## src/rtl/omega_pkg.sv

```systemverilog
package omega_pkg;
  // Perfect shuffle: rotate a link index left by one bit within 'bits' bits.
  function automatic int unsigned shuffle_idx(int unsigned idx, int unsigned bits);
    int unsigned top_bit;
    top_bit = (idx >> (bits - 1)) & 1;
    return ((idx << 1) | top_bit) & ((1 << bits) - 1);
  endfunction
endpackage

```

## src/rtl/omega_cell.sv

```systemverilog
module omega_cell #(
  parameter int LGN = 3,
  parameter int DW  = 8,
  parameter int SEL = 0
) (
  input  logic           up_v,
  input  logic [LGN-1:0] up_dest,
  input  logic [LGN-1:0] up_src,
  input  logic [DW-1:0]  up_data,
  input  logic           lo_v,
  input  logic [LGN-1:0] lo_dest,
  input  logic [LGN-1:0] lo_src,
  input  logic [DW-1:0]  lo_data,
  output logic [1:0]     o_v,
  output logic [LGN-1:0] o_dest [2],
  output logic [LGN-1:0] o_src  [2],
  output logic [DW-1:0]  o_data [2]
);
  logic up_dir, lo_dir, clash;

  assign up_dir = up_dest[SEL];
  assign lo_dir = lo_dest[SEL];
  assign clash  = up_v && lo_v && (up_dir == lo_dir);

  always_comb begin
    o_v = '0;
    for (int p = 0; p < 2; p++) begin
      o_dest[p] = '0;
      o_src[p]  = '0;
      o_data[p] = '0;
    end
    // The even input always keeps its chosen output.
    if (up_v) begin
      o_v[up_dir]    = 1'b1;
      o_dest[up_dir] = up_dest;
      o_src[up_dir]  = up_src;
      o_data[up_dir] = up_data;
    end
    // The odd input is dropped when it collides with the even one.
    if (lo_v && !clash) begin
      o_v[lo_dir]    = 1'b1;
      o_dest[lo_dir] = lo_dest;
      o_src[lo_dir]  = lo_src;
      o_data[lo_dir] = lo_data;
    end
  end
endmodule

```

## src/rtl/omega_column.sv

```systemverilog
module omega_column #(
  parameter int N     = 8,
  parameter int LGN   = 3,
  parameter int DW    = 8,
  parameter int STAGE = 0
) (
  input  logic [N-1:0]   in_v,
  input  logic [LGN-1:0] in_dest [N],
  input  logic [LGN-1:0] in_src  [N],
  input  logic [DW-1:0]  in_data [N],
  output logic [N-1:0]   out_v,
  output logic [LGN-1:0] out_dest [N],
  output logic [LGN-1:0] out_src  [N],
  output logic [DW-1:0]  out_data [N]
);
  import omega_pkg::*;

  localparam int CELLS   = N / 2;
  localparam int SEL_BIT = LGN - 1 - STAGE;

  logic [N-1:0]   sh_v;
  logic [LGN-1:0] sh_dest [N];
  logic [LGN-1:0] sh_src  [N];
  logic [DW-1:0]  sh_data [N];

  for (genvar i = 0; i < N; i++) begin : g_shuffle
    assign sh_v[shuffle_idx(i, LGN)]    = in_v[i];
    assign sh_dest[shuffle_idx(i, LGN)] = in_dest[i];
    assign sh_src[shuffle_idx(i, LGN)]  = in_src[i];
    assign sh_data[shuffle_idx(i, LGN)] = in_data[i];
  end

  for (genvar c = 0; c < CELLS; c++) begin : g_cell
    logic [1:0]     c_v;
    logic [LGN-1:0] c_dest [2];
    logic [LGN-1:0] c_src  [2];
    logic [DW-1:0]  c_data [2];

    omega_cell #(.LGN(LGN), .DW(DW), .SEL(SEL_BIT)) u_cell (
      .up_v   (sh_v[2*c]),
      .up_dest(sh_dest[2*c]),
      .up_src (sh_src[2*c]),
      .up_data(sh_data[2*c]),
      .lo_v   (sh_v[2*c+1]),
      .lo_dest(sh_dest[2*c+1]),
      .lo_src (sh_src[2*c+1]),
      .lo_data(sh_data[2*c+1]),
      .o_v    (c_v),
      .o_dest (c_dest),
      .o_src  (c_src),
      .o_data (c_data)
    );

    for (genvar p = 0; p < 2; p++) begin : g_port
      assign out_v[2*c+p]    = c_v[p];
      assign out_dest[2*c+p] = c_dest[p];
      assign out_src[2*c+p]  = c_src[p];
      assign out_data[2*c+p] = c_data[p];
    end
  end
endmodule

```

## src/rtl/omega_net.sv

```systemverilog
module omega_net #(
  parameter int N  = 8,
  parameter int DW = 8,
  localparam int LGN = $clog2(N)
) (
  input  logic            clk,
  input  logic            rst_n,
  input  logic [N-1:0]    req_valid,
  input  logic [N*LGN-1:0] req_dest,
  input  logic [N*DW-1:0] req_data,
  output logic [N-1:0]    out_valid,
  output logic [N*DW-1:0] out_data,
  output logic [N-1:0]    grant,
  output logic [N-1:0]    blocked
);
  logic [N-1:0]   lk_v    [LGN+1];
  logic [LGN-1:0] lk_dest [LGN+1][N];
  logic [LGN-1:0] lk_src  [LGN+1][N];
  logic [DW-1:0]  lk_data [LGN+1][N];

  for (genvar s = 0; s < N; s++) begin : g_entry
    assign lk_dest[0][s] = req_dest[s*LGN +: LGN];
    assign lk_src[0][s]  = LGN'(s);
    assign lk_data[0][s] = req_data[s*DW +: DW];
  end
  assign lk_v[0] = req_valid;

  for (genvar k = 0; k < LGN; k++) begin : g_col
    omega_column #(.N(N), .LGN(LGN), .DW(DW), .STAGE(k)) u_col (
      .in_v    (lk_v[k]),
      .in_dest (lk_dest[k]),
      .in_src  (lk_src[k]),
      .in_data (lk_data[k]),
      .out_v   (lk_v[k+1]),
      .out_dest(lk_dest[k+1]),
      .out_src (lk_src[k+1]),
      .out_data(lk_data[k+1])
    );
  end

  // Next-state: map survivors back to their sources.
  logic [N-1:0] nxt_grant, nxt_blocked;
  always_comb begin
    nxt_grant = '0;
    for (int j = 0; j < N; j++)
      if (lk_v[LGN][j]) nxt_grant[lk_src[LGN][j]] = 1'b1;
    nxt_blocked = req_valid & ~nxt_grant;
  end

  // Control registers.
  always_ff @(posedge clk or negedge rst_n) begin
    if (!rst_n) begin
      out_valid <= '0;
      grant     <= '0;
      blocked   <= '0;
    end else begin
      out_valid <= lk_v[LGN];
      grant     <= nxt_grant;
      blocked   <= nxt_blocked;
    end
  end

  // Payload registers, loaded only on delivery.
  logic [DW-1:0] data_q [N];
  always_ff @(posedge clk) begin
    for (int j = 0; j < N; j++)
      if (lk_v[LGN][j]) data_q[j] <= lk_data[LGN][j];
  end

  for (genvar j = 0; j < N; j++) begin : g_out
    assign out_data[j*DW +: DW] = data_q[j];
  end
endmodule

```

## config.mk

```make
export PLATFORM = sky130hd
export DESIGN_NAME = omega_net
export DESIGN_NICKNAME = d
export VERILOG_FILES = /design/src/rtl/omega_pkg.sv /design/src/rtl/omega_cell.sv /design/src/rtl/omega_column.sv /design/src/rtl/omega_net.sv
export SDC_FILE = /design/constraint.sdc
export NUM_CORES = 1
export LEC_CHECK = 0
export BUFFER_PORTS_ARGS = -buffer_cell sky130_fd_sc_hd__buf_2
export CORE_UTILIZATION = 45
export DETAILED_ROUTE_END_ITERATION = 8
export GPL_TIMING_DRIVEN = 0
export HOLD_SLACK_MARGIN = 0.05
export PLACE_DENSITY = 0.71
export SLEW_MARGIN = 20
export SYNTH_ARGS = -nofsm -noshare
export SYNTH_HDL_FRONTEND = slang
export SYNTH_SLANG_ARGS = --single-unit
```

## constraint.sdc

```tcl
create_clock -name clk -period 0.8 [get_ports clk]
set_clock_uncertainty 0.05 [all_clocks]
set_input_delay 0.12 -clock clk [delete_from_list [all_inputs] [get_ports clk]]
set_output_delay 0.12 -clock clk [all_outputs]
set_load 0.03 [all_outputs]
```

==> impl_metrics.toml <==
[sta]
fin_crit_sh_pct = 258
finalSetupTns_ns = -157.40
setup_viol = 236
worst_slew_pin_slew_ns = 0.748
slew_viol_final = 0
fmaxAchievable_mhz = 485
hold_slack_ns = -0.264
maxSlewHeadroom_pct = 49.9
post-route-worst-setup-slack_ns = -1.26
final_hold_viol_count = 25
final_period_minus_worst_setup_slack_ns = 2.06
rsz0062_at_grt = "true"

[setup_path]
start_kind = "primary input"
critPathKind = "primary input to flop"
end_kind = "flop"
path_depth = 10
cp.required_ns = 1.00
max_stage_delay_ns = 0.37
worstSetupEndpoint = "blocked[1]$_DFF_PN0_"
crit_top_cell = "buf_6"
setup.worst_path.start = "req_valid[0]"
cp_max_fo = 7
path_cells = "buf_6, buf_6, and3b_2, a31oi_4, buf_4, xnor2_1, o21ai_0, nand3_2, o21a_4, o311a_1"
cp_slowest_cell = "o21ai_0"
cp.arrival_ns = 2.26
crit_family = "compound AO/OA/AOI/OAI gates"
crit_buf_inv = 3

[floorplan]
core.rowCount = 41
die_w_um = 116
die_h_um = 116
dieArea_sq_mm = 0.0136
io_pins = 186
start_util_pct = 46.5
coreArea_sq_mm = 0.0127

[placement]
postPlaceCellArea_sq_mm = 0.00724
gp_congestion = 0.990
dp_slack_ns = -2.16
post-place-cells = 952
place_hpwl_um = 17600
io_buffers = 180

[synthesis]
synthTopCellsByCount = "a22oi_1 (66), edfxtp_1 (64), o22ai_1 (53)"
synth_cells = 600
yosysTopAreaCellShare_pct = 32.6
synth_adder_area_share_pct = 0
post_synth.cell_area_avg_sq_um = 9.82
yosys_warnings = 0
yosysMostFrequentCell = "a22oi_1"
synthesis.nets = 698
yosysUniqueCellTypes = 67
synth_enable_flop_cells = 64
synthMuxAreaShare_pct = 1.93
synth_compound_area_share_pct = 35.8
ys_seq_elements = 88
async_reset_ff_share_pct = 27.3
synth-simple-area-share_pct = 14.4
yosysTopAreaCell = "edfxtp_1"
synth_ff_type = "edfxtp_1"
syn-cell-area_sq_mm = 0.00589
synth_top_family_by_area = "compound AO/OA/AOI/OAI gates"
ys_seq_area_share_pct = 42.8
synthTopCellsByArea = "edfxtp_1 (33%), dfrtp_1 (10%), a22oi_1 (8.4%)"
yosys.area_share.xor_xnor_pct = 0.595

[power]
p_leak_nw = 3.92
peakVddDrop_uv = 988
power_per_cell_area_mw_per_mm2 = 1770
finalPower_mw = 18.3

[drt]
dr.pass1.iters = 6
routed_wl_um = 27800
via_count = 7493
wl_per_cell_um = 26.4
post_drt_via_cell_ratio = 7.12
drt-initial-drc-count = 924
drcViolationCount = 0
antenna_left = 0

[grt]
use_met3_pct = 4.83
grt_busiest_layer = "met2"
grt_start_max_net_pins = 25
grt_pass1_wl_um = 38400
grt_pass1_vias = 6847
grt_usage_pct = 38.5
overflow = 0
met2_usage_pct = 64.2
grt_util_met1_pct = 48.7
antenna_found_initial = 0

[layout]
fin_cells = 1053
syn2layout_area_growth_pct = 75.2
fin_area_sq_mm = 0.0103
fillers = 713
layout-drive-gt1-share_pct = 56.6
antenna-diode-count = 0
fin_nets = 974
postLayoutCoreUtil_pct = 81.4

[clock_tree]
cts_tree = "done"
numCtsBuffers = 9
cts_sinks = 88
clock_path_buffers = 2
htreeDepth = 3
cts_hold_buf = 4
cts_root_buffer = "clkbuf_16"
clkTransAtPathRegs_ns = 0.07

[run_status]
status = "finished with violations"
violations = "hold timing, setup timing"

[worst_hold_path]
min_path_type = "primary input to async pin"

[flow_run]
drv_cap = 0
==> flip-flops by register name, summed over array words and instances, names as in the netlist <==
| register | count |
|---|---|
| blocked | 8 |
| data_q | 64 |
| grant | 8 |
| out_valid | 8 |
==> metal layers <==
layer	wire length (um)	vias up
met5	0	-
met4	2050	0
met3	3090	184
met2	12900	721
met1	9800	3566
li1	-	3022
==> kinds of logic after synthesis <==
group                  count (synthesis)
AO/OA/AOI/OAI                        283
XOR/XNOR                               4
buffers and inverters                 57
flip-flops                            88
multiplexers                          11
other                                  1
AND/OR/NAND/NOR                      156
==> worst min path at each step <==
stage | startpoint | to | slack [ns]
floorplan | rst_n | blocked[0]$_DFF_PN0_ | -0.23
global placement | rst_n | out_valid[0]$_DFF_PN0_ | 0.13
detailed placement | rst_n | out_valid[0]$_DFF_PN0_ | 0.15
CTS | rst_n | out_valid[0]$_DFF_PN0_ | -0.23
global route | rst_n | out_valid[0]$_DFF_PN0_ | -0.22
finish | rst_n | out_valid[0]$_DFF_PN0_ | -0.26
==> layout make-up <==
cell class	instances	area (sq um)	share of cell area, %
buffer	38	430	4.17
multi-input combinational	463	4500	43.6
clock inverter	7	60.1	0.582
sequential	88	2520	24.4
clock buffer	9	225	2.18
tap	172	215	2.09
inverter	12	50.0	0.485
timing repair buffer	264	2320	22.5
==> power by group <==
group / internal (mW) / total, mW / switching (mW)
clock: 2.17 / 4.18 / 2.01
sequential: 5.73 / 6.10 / 0.367
combinational: 3.38 / 8.01 / 4.63
==> timing repair <==
item | 4_1_cts | 5_1_grt
pin swaps | 43 | 44
cloned | 8 | 4
hold endpoints to repair | 30 | 25
setup endpoints to repair | 236 | 238
gates resized for setup | 393 | 120
setup buffers | 55 | 27
==> layout by cell type (no fill, tap or decap), types with 11 or more instances in the layout <==
cell type  synthesis  routed
buf_2              6      86
o22ai_1           53      21
o22ai_4            0      12
o22a_1            52      47
buf_4              1      48
clkbuf_16          0      14
nand2_1           29      11
nand2b_4           0      11
nor2_1            30      24
buf_6              4     128
nand3_1           17      14
o22ai_2            1      21
edfxtp_1          64      64
dfrtp_1           24      24
a22oi_2            0      12
a22oi_1           66      54
Power figures use the tool's default switching activity.
